$ cat config.mk
export PLATFORM = sky130hd
export DESIGN_NAME = adc_ring_sequencer
export DESIGN_NICKNAME = d
export VERILOG_FILES = /design/src/rtl/adc_seq_pkg.sv /design/src/rtl/adc_seq_ctrl.sv /design/src/rtl/adc_slot_walker.sv /design/src/rtl/adc_result_writer.sv /design/src/rtl/adc_ring_sequencer.sv
export SDC_FILE = /design/constraint.sdc
export NUM_CORES = 1
export LEC_CHECK = 0
export BUFFER_PORTS_ARGS = -buffer_cell sky130_fd_sc_hd__buf_2
export CAP_MARGIN = 20
export CORE_MARGIN = 4
export CORE_UTILIZATION = 25
export CTS_CLUSTER_SIZE = 8
export DETAILED_ROUTE_END_ITERATION = 10
export HOLD_SLACK_MARGIN = 0.15
export PLACE_DENSITY = 0.57
export SLEW_MARGIN = 20
export SYNTH_ARGS = -nofsm -noshare
export SYNTH_HDL_FRONTEND = slang
export SYNTH_HIERARCHICAL = 1
export SYNTH_SLANG_ARGS = --single-unit
$ cat constraint.sdc
create_clock -name clk -period 4.8 [get_ports clk]
set_clock_uncertainty 0.15 [all_clocks]
set_input_delay 0.96 -clock clk [delete_from_list [all_inputs] [get_ports clk]]
set_output_delay 0.96 -clock clk [all_outputs]
set_load 0.005 [all_outputs]
$ cat src/rtl/adc_seq_pkg.sv
package adc_seq_pkg;

    typedef enum logic [1:0] {
        SQ_IDLE  = 2'd0,
        SQ_ISSUE = 2'd1,
        SQ_WAIT  = 2'd2,
        SQ_GAP   = 2'd3
    } sq_state_e;

    typedef struct packed {
        logic write;
        logic advance;
        logic finish;
    } wait_dec_t;

    function automatic int unsigned ring_next(int unsigned idx, int unsigned n);
        return (idx + 1 >= n) ? 0 : idx + 1;
    endfunction

    function automatic wait_dec_t decide_wait(logic in_wait, logic done, logic stop_now,
                                              logic at_last, logic rep);
        wait_dec_t d;
        d.write   = in_wait && done;
        d.finish  = d.write && (stop_now || (at_last && !rep));
        d.advance = d.write && !d.finish;
        return d;
    endfunction

endpackage

$ cat src/rtl/adc_seq_ctrl.sv
module adc_seq_ctrl
    import adc_seq_pkg::*;
(
    input  logic      clk,
    input  logic      rst,
    input  logic      start_cmd,
    input  logic      stop_cmd,
    input  logic      repeat_in,
    input  logic      conv_done,
    input  logic      at_last,
    input  logic      gap_hold,
    output sq_state_e state,
    output logic      load,
    output logic      step,
    output logic      wr_result
);

    sq_state_e state_q, state_d;
    logic      stop_q, repeat_q;
    logic      stop_now;
    wait_dec_t dec;

    always_comb begin
        stop_now  = stop_q || stop_cmd;
        dec       = decide_wait(state_q == SQ_WAIT, conv_done, stop_now, at_last, repeat_q);
        load      = (state_q == SQ_IDLE) && start_cmd;
        step      = dec.advance;
        wr_result = dec.write;
        state_d   = state_q;
        unique case (state_q)
            SQ_IDLE:  if (start_cmd) state_d = SQ_ISSUE;
            SQ_ISSUE: state_d = SQ_WAIT;
            SQ_WAIT: begin
                if (dec.finish)       state_d = SQ_IDLE;
                else if (dec.advance) state_d = SQ_GAP;
            end
            SQ_GAP: begin
                if (stop_now)       state_d = SQ_IDLE;
                else if (!gap_hold) state_d = SQ_ISSUE;
            end
            default: state_d = SQ_IDLE;
        endcase
    end

    always_ff @(posedge clk) begin
        if (rst) begin
            state_q  <= SQ_IDLE;
            stop_q   <= 1'b0;
            repeat_q <= 1'b0;
        end else begin
            state_q <= state_d;
            if (load) begin
                stop_q   <= 1'b0;
                repeat_q <= repeat_in;
            end else if (state_d == SQ_IDLE) begin
                stop_q <= 1'b0;
            end else if (stop_cmd) begin
                stop_q <= 1'b1;
            end
        end
    end

    assign state = state_q;

endmodule

$ cat src/rtl/adc_slot_walker.sv
module adc_slot_walker
    import adc_seq_pkg::*;
#(
    parameter int NUM_SLOTS = 24,
    localparam int IDX_W = $clog2(NUM_SLOTS)
) (
    input  logic             clk,
    input  logic             rst,
    input  logic             load,
    input  logic             step,
    input  logic [IDX_W-1:0] first_in,
    input  logic [IDX_W-1:0] last_in,
    output logic [IDX_W-1:0] cur,
    output logic             at_last
);

    logic [IDX_W-1:0] cur_q, first_q, last_q;

    always_ff @(posedge clk) begin
        if (rst) begin
            cur_q   <= '0;
            first_q <= '0;
            last_q  <= '0;
        end else if (load) begin
            cur_q   <= first_in;
            first_q <= first_in;
            last_q  <= last_in;
        end else if (step) begin
            if (cur_q == last_q) cur_q <= first_q;
            else                 cur_q <= IDX_W'(ring_next(int'(cur_q), NUM_SLOTS));
        end
    end

    assign cur     = cur_q;
    assign at_last = (cur_q == last_q);

endmodule

$ cat src/rtl/adc_result_writer.sv
module adc_result_writer #(
    parameter int NUM_SLOTS = 24,
    parameter int RES_W     = 12,
    localparam int IDX_W = $clog2(NUM_SLOTS)
) (
    input  logic                 we_in,
    input  logic [IDX_W-1:0]     idx_in,
    input  logic [RES_W-1:0]     data_in,
    output logic                 buf_we,
    output logic [IDX_W-1:0]     buf_addr,
    output logic [RES_W-1:0]     buf_data,
    output logic [NUM_SLOTS-1:0] slot_done
);

    assign buf_we   = we_in;
    assign buf_addr = idx_in;
    assign buf_data = data_in;

    for (genvar g = 0; g < NUM_SLOTS; g++) begin : g_done
        assign slot_done[g] = we_in && (idx_in == IDX_W'(g));
    end

endmodule

$ cat src/rtl/adc_ring_sequencer.sv
module adc_ring_sequencer
    import adc_seq_pkg::*;
#(
    parameter int NUM_SLOTS = 24,
    parameter int RES_W     = 12,
    localparam int IDX_W = $clog2(NUM_SLOTS)
) (
    input  logic                 clk,
    input  logic                 rst,
    input  logic [IDX_W-1:0]     cfg_first,
    input  logic [IDX_W-1:0]     cfg_last,
    input  logic                 cfg_repeat,
    input  logic                 ctl_wr,
    input  logic                 ctl_wdata,
    output logic                 busy,
    output logic                 conv_req,
    output logic [IDX_W-1:0]     conv_slot,
    input  logic                 conv_done,
    input  logic [RES_W-1:0]     conv_result,
    output logic                 slot_gap,
    input  logic                 gap_hold,
    output logic                 buf_we,
    output logic [IDX_W-1:0]     buf_addr,
    output logic [RES_W-1:0]     buf_data,
    output logic [NUM_SLOTS-1:0] slot_done
);

    sq_state_e        state;
    logic             load, step, wr_result, at_last;
    logic [IDX_W-1:0] cur;

    adc_seq_ctrl u_ctrl (
        .clk       (clk),
        .rst       (rst),
        .start_cmd (ctl_wr && ctl_wdata),
        .stop_cmd  (ctl_wr && !ctl_wdata),
        .repeat_in (cfg_repeat),
        .conv_done (conv_done),
        .at_last   (at_last),
        .gap_hold  (gap_hold),
        .state     (state),
        .load      (load),
        .step      (step),
        .wr_result (wr_result)
    );

    adc_slot_walker #(.NUM_SLOTS(NUM_SLOTS)) u_walk (
        .clk      (clk),
        .rst      (rst),
        .load     (load),
        .step     (step),
        .first_in (cfg_first),
        .last_in  (cfg_last),
        .cur      (cur),
        .at_last  (at_last)
    );

    adc_result_writer #(.NUM_SLOTS(NUM_SLOTS), .RES_W(RES_W)) u_wr (
        .we_in     (wr_result),
        .idx_in    (cur),
        .data_in   (conv_result),
        .buf_we    (buf_we),
        .buf_addr  (buf_addr),
        .buf_data  (buf_data),
        .slot_done (slot_done)
    );

    assign busy      = (state != SQ_IDLE);
    assign conv_req  = (state == SQ_ISSUE);
    assign slot_gap  = (state == SQ_GAP);
    assign conv_slot = cur;

endmodule

Yosys cells after proc, flatten, opt, wreduce, memory -nomap -nowiden
Cells that the tools add are included.

Output and inout bits: 50. Register bits after elaboration: 19. Logic and storage cells: 87. Input port bits: 29.

Order comparisons: 1. Reductions and logical operators: 42. Add/sub/neg operators: 1. Eq/ne operators: 27. Multiplexer cells: 10.

Operators by type and width (count): 5-bit by 4-bit == test with 1-bit output, second input constant (8); 5-bit == test, second input constant (8); 1-bit logical AND (31); 5-bit by 3-bit == test with 1-bit output, second input constant (4); 5-bit two-way mux (4); 5-bit by 2-bit == test with 1-bit output, second input constant (2); 2-bit two-way mux (5); 2-bit case mux with 4 select lines (1); 5-bit by 1-bit adder with 6-bit output, second input constant (1); 6-bit by 5-bit greater-or-equal comparator with 1-bit output, second input constant (1); 5-bit by 1-bit == test with 1-bit output, second input constant (1); 5-bit == test (1); 5-bit logical NOT (1); 2-bit == test, second input constant (2); 2-bit logical NOT (2); 2-bit nonzero test (2); 1-bit logical NOT (3); 3-bit OR reduction (1); 2-bit by 1-bit == test with 1-bit output, second input constant (1); 1-bit logical OR (2).

Logic depth before layout (Yosys ltp)
Depth in word-level cells: 12. Depth in mapped cells: 12.

By module
The synthesis kept the hierarchy.

Modules (own cells, without submodules): adc_slot_walker (cells each 96, seq. area each 300.3 um2, instances 1, area each 894.6 um2); adc_result_writer (cells each 53, seq. area each 0.0 um2, instances 1, area each 312.8 um2); adc_seq_ctrl (cells each 20, seq. area each 80.1 um2, instances 1, area each 195.2 um2); adc_ring_sequencer (cells each 5, seq. area each 0.0 um2, instances 1, area each 35.0 um2).

Worst setup path after synthesis
OpenSTA, ideal clock, no wires.

Kind: input-to-output. Start: in conv_done. End: out slot_done[1]. Stages: 4. Path buffers: 0. Data required time: 3690 ps. Slack: 1763 ps. Arrival: 1927 ps. Cell sequence: nand2_2 nor2_1 or4b_1 nor2_1.

Longest elaborated chain between the ends: 2.

Ends and longest elaborated chain: start, declared (RTL line adc_ring_sequencer.sv:18) `input logic conv_done,`; 1-bit logical AND (RTL line adc_seq_pkg.sv:23) `d.write = in_wait && done;`; net wr_result (RTL line adc_ring_sequencer.sv:29) `logic load, step, wr_result, at_last;`; 1-bit logical AND (RTL line adc_result_writer.sv:20) `assign slot_done[g] = we_in && (idx_in == IDX_W'(g));`; end, declared (RTL line adc_ring_sequencer.sv:25) `output logic [NUM_SLOTS-1:0] slot_done`.

The timed path passes the listed nets, and every way through them passes these cells.

Worst setup path after layout
Start: in conv_done. End: out slot_done[2].

Longest elaborated chain between the ends: 2.

Ends and longest elaborated chain (RTL line): 1-bit logical AND (adc_seq_pkg.sv:23); 1-bit logical AND (adc_result_writer.sv:20).

Every way passes these cells.

==> impl_metrics.ini <==
[run_status]
status = finished clean

[die]
die_x_um = 83.8
die_y_um = 83.8
rows = 27
start_util_pct = 25.9
core_sq_um = 5540
die_area_sq_um = 7030
io_pins = 79

[worst_setup_path]
crit_cells = 6
max_stage_delay_ps = 560
crit_type = in2out
r2r_slack_ps = 1730
arrival_ps = 2260
worstPathMaxFanout = 7
critPathLaunchType = primary input
crit_chain = buf_2 > nand2_2 > nor2_1 > or4b_1 > nor2_1 > buf_2
r2r_end = u_walk/cur[4]
reg2reg_from = u_walk/cur[2]
end_kind = output pin
r2r_cells = 9
slowest_stage = or4b_1
crit_buf_inv = 2
crit_required_ps = 3690
endpoint = slot_done[2]
crit_path_start = conv_done
cp_top_family = simple AND/OR/NAND/NOR gates

[route]
drcViolationCount = 0
avgRoutedWirePerCell_um = 12.5
drtAntennaViolNets = 0
first_pass_iters = 4
drtIter0Drc = 34
drt-total-wl_um = 3480
avgViaCountPerCell = 4.56
dr_total_vias = 1272

[grt]
grt_pass1_vias = 1144
grt_antenna_before_repair = 0
grt_max_degree = 28
grtUsageTotal_pct = 9.64
overflow = 0
grt_pass1_wl_um = 5690

[pwr]
p_leak_uw = 0.000765
p_per_area_nw_per_um2 = 286
peakVddDrop_mv = 0.0984
p_total_uw = 480

[synth]
synth_top_area_cell = dfxtp_1
ys_ff_latch = 19
yosysTopAreaCellShare_pct = 26.5
syn-num-nets = 205
synth_cells = 174
synth_ff_type = dfxtp_1
syn_area_sq_um = 1440
synth_cell_type_count = 43
yosysWarnings = 6
async_reset_ff_share_pct = 0
synth.yosys.seq_area_share_pct = 26.5
synth-edff-count = 0
synth.area.top_cells = dfxtp_1, nor2_1, buf_4
syn_avg_cell_area_sq_um = 8.26

[sta]
fin_crit_sh_pct = 70.3
maxSlewHeadroom_pct = 39.2
worst_slew_pin_slew_ps = 910
final-max-slew-violation-count = 0
final.setup.tns_ps = 0
rsz0062_at_grt = false
fmax_ghz = 0.296
hold_violations = 0
setup_viol = 0
period_needed_ps = 3370

[cells_and_area]
utilization_pct = 30.3
regArea_sq_um = 380
multiInputGateArea_sq_um = 867
mostFrequentLayoutCells = buf_2, nor2_1, dfxtp_1
n_antenna_cell = 0
drive_gt1_share_pct = 36.7
fillers = 603
num-nets-final = 239
final_common_cell = buf_2
syn_to_final_growth_pct = 16.8

[clock_network]
clk_latency_ps = 250
cts_buffers = 3
root_buffer = clkbuf_8
htree_levels = 1
cts.clk_slew.worst_paths_ps = 70
cts_setup_buffers = 0
hold_buffers = 0
post_cts_resized = 0
clock_sinks = 19
cts_buffer_depth = 2
cts_tree = yes

[placed_design]
dp_hpwl_um = 2600
io_buffer_count = 54
gp_congestion = 0.861

[hold_path]
hp-class = reg2reg

[job]
drv_cap = 0
sequential cells by signal, indices dropped and copies added (netlist names):
| name | count |
|---|---|
| u_walk/cur | 5 |
| u_ctrl/repeat_q | 1 |
| u_walk/first_q | 5 |
| u_ctrl/state | 2 |
| u_walk/last_q | 5 |
| u_ctrl/stop_q | 1 |
power breakdown:
group	switching [uW]	total (uW)	internal [uW]	leakage, uW
logic	82.1	154	71.8	0.000586
clock network	50.1	109	58.9	0.0000228
registers	44.2	217	173	0.000156
cell families (layout without fill, tap and decap cells):
logic type / count (synthesis) / after routing / synth area share (%)
AO/OA/AOI/OAI: 31 / 31 / 17.1
XOR/XNOR: 5 / 5 / 4.61
buffers and inverters: 31 / 64 / 13.7
adder cells (fa/ha/maj): 2 / 2 / 1.74
flip-flops: 19 / 19 / 26.5
multiplexers: 11 / 11 / 7.66
AND/OR/NAND/NOR: 75 / 75 / 28.8
stage by stage:
step / area, sq um / std cells / hold WS [ps] / worst slack [ps]
floorplan: 1440 / 174 / 299 / 1760
global placement: 1630 / 275 / 311 / 1490
detailed placement: 1630 / 275 / 315 / 1420
CTS: 1680 / 279 / 327 / 1430
global route: 1680 / 279 / 355 / 1340
finish: 1680 / 279 / 322 / 1430
synthesized netlist by cell type, types with 2 or more instances:
cell type / instances
nor2_1: 40
dfxtp_1: 19
buf_4: 18
mux2i_1: 11
a21oi_1: 9
o31ai_1: 6
inv_1: 5
nand2b_1: 5
a31oi_1: 4
buf_2: 4
o32ai_2: 4
clkbuf_1: 3
nand2_1: 3
nand4bb_1: 3
nor2b_1: 3
nor3_1: 3
xor2_2: 3
a311oi_1: 2
ha_1: 2
nand3_1: 2
nand4b_1: 2
xor2_1: 2
worst reg2reg max path: stages (launching register included):
cell and delay (ps):
dfxtp_1 670, xor2_1 190, nor2_1 130, and2_4 210
nor2b_1 160, nor4b_2 760, nor2_1 230, nor3_1 190
a21oi_1 80, o32ai_2 220
cell type report:
class | count | area share [%]
clock buffer | 4 | 2.68
inverter | 5 | 1.12
multi-input combinational | 124 | 51.6
sequential | 19 | 22.7
tap | 72 | 5.37
timing repair buffer | 55 | 16.5
per-layer routing:
| layer | share of wire, % | vias to the layer above | GRT usage, % |
|---|---|---|---|
| met2 | 42 | 48 | 15.0 |
| met5 | 0 | - | 0 |
| met4 | 0.89 | 0 | 3.22 |
| li1 | - | 656 | - |
| met1 | 49 | 562 | 12.8 |
| met3 | 8.4 | 6 | 2.67 |
how the worst min path moves through the flow:
stage               cells past startpoint               from                 to
floorplan                               2  u_walk/first_q[2]  u_walk/first_q[2]
global placement                        2  u_walk/first_q[2]  u_walk/first_q[2]
detailed placement                      2  u_walk/first_q[2]  u_walk/first_q[2]
CTS                                     2  u_walk/first_q[2]  u_walk/first_q[2]
global route                            2  u_walk/first_q[2]  u_walk/first_q[2]
finish                                  2  u_walk/first_q[2]  u_walk/first_q[2]
Note: power is estimated with default switching activity, not from simulation.
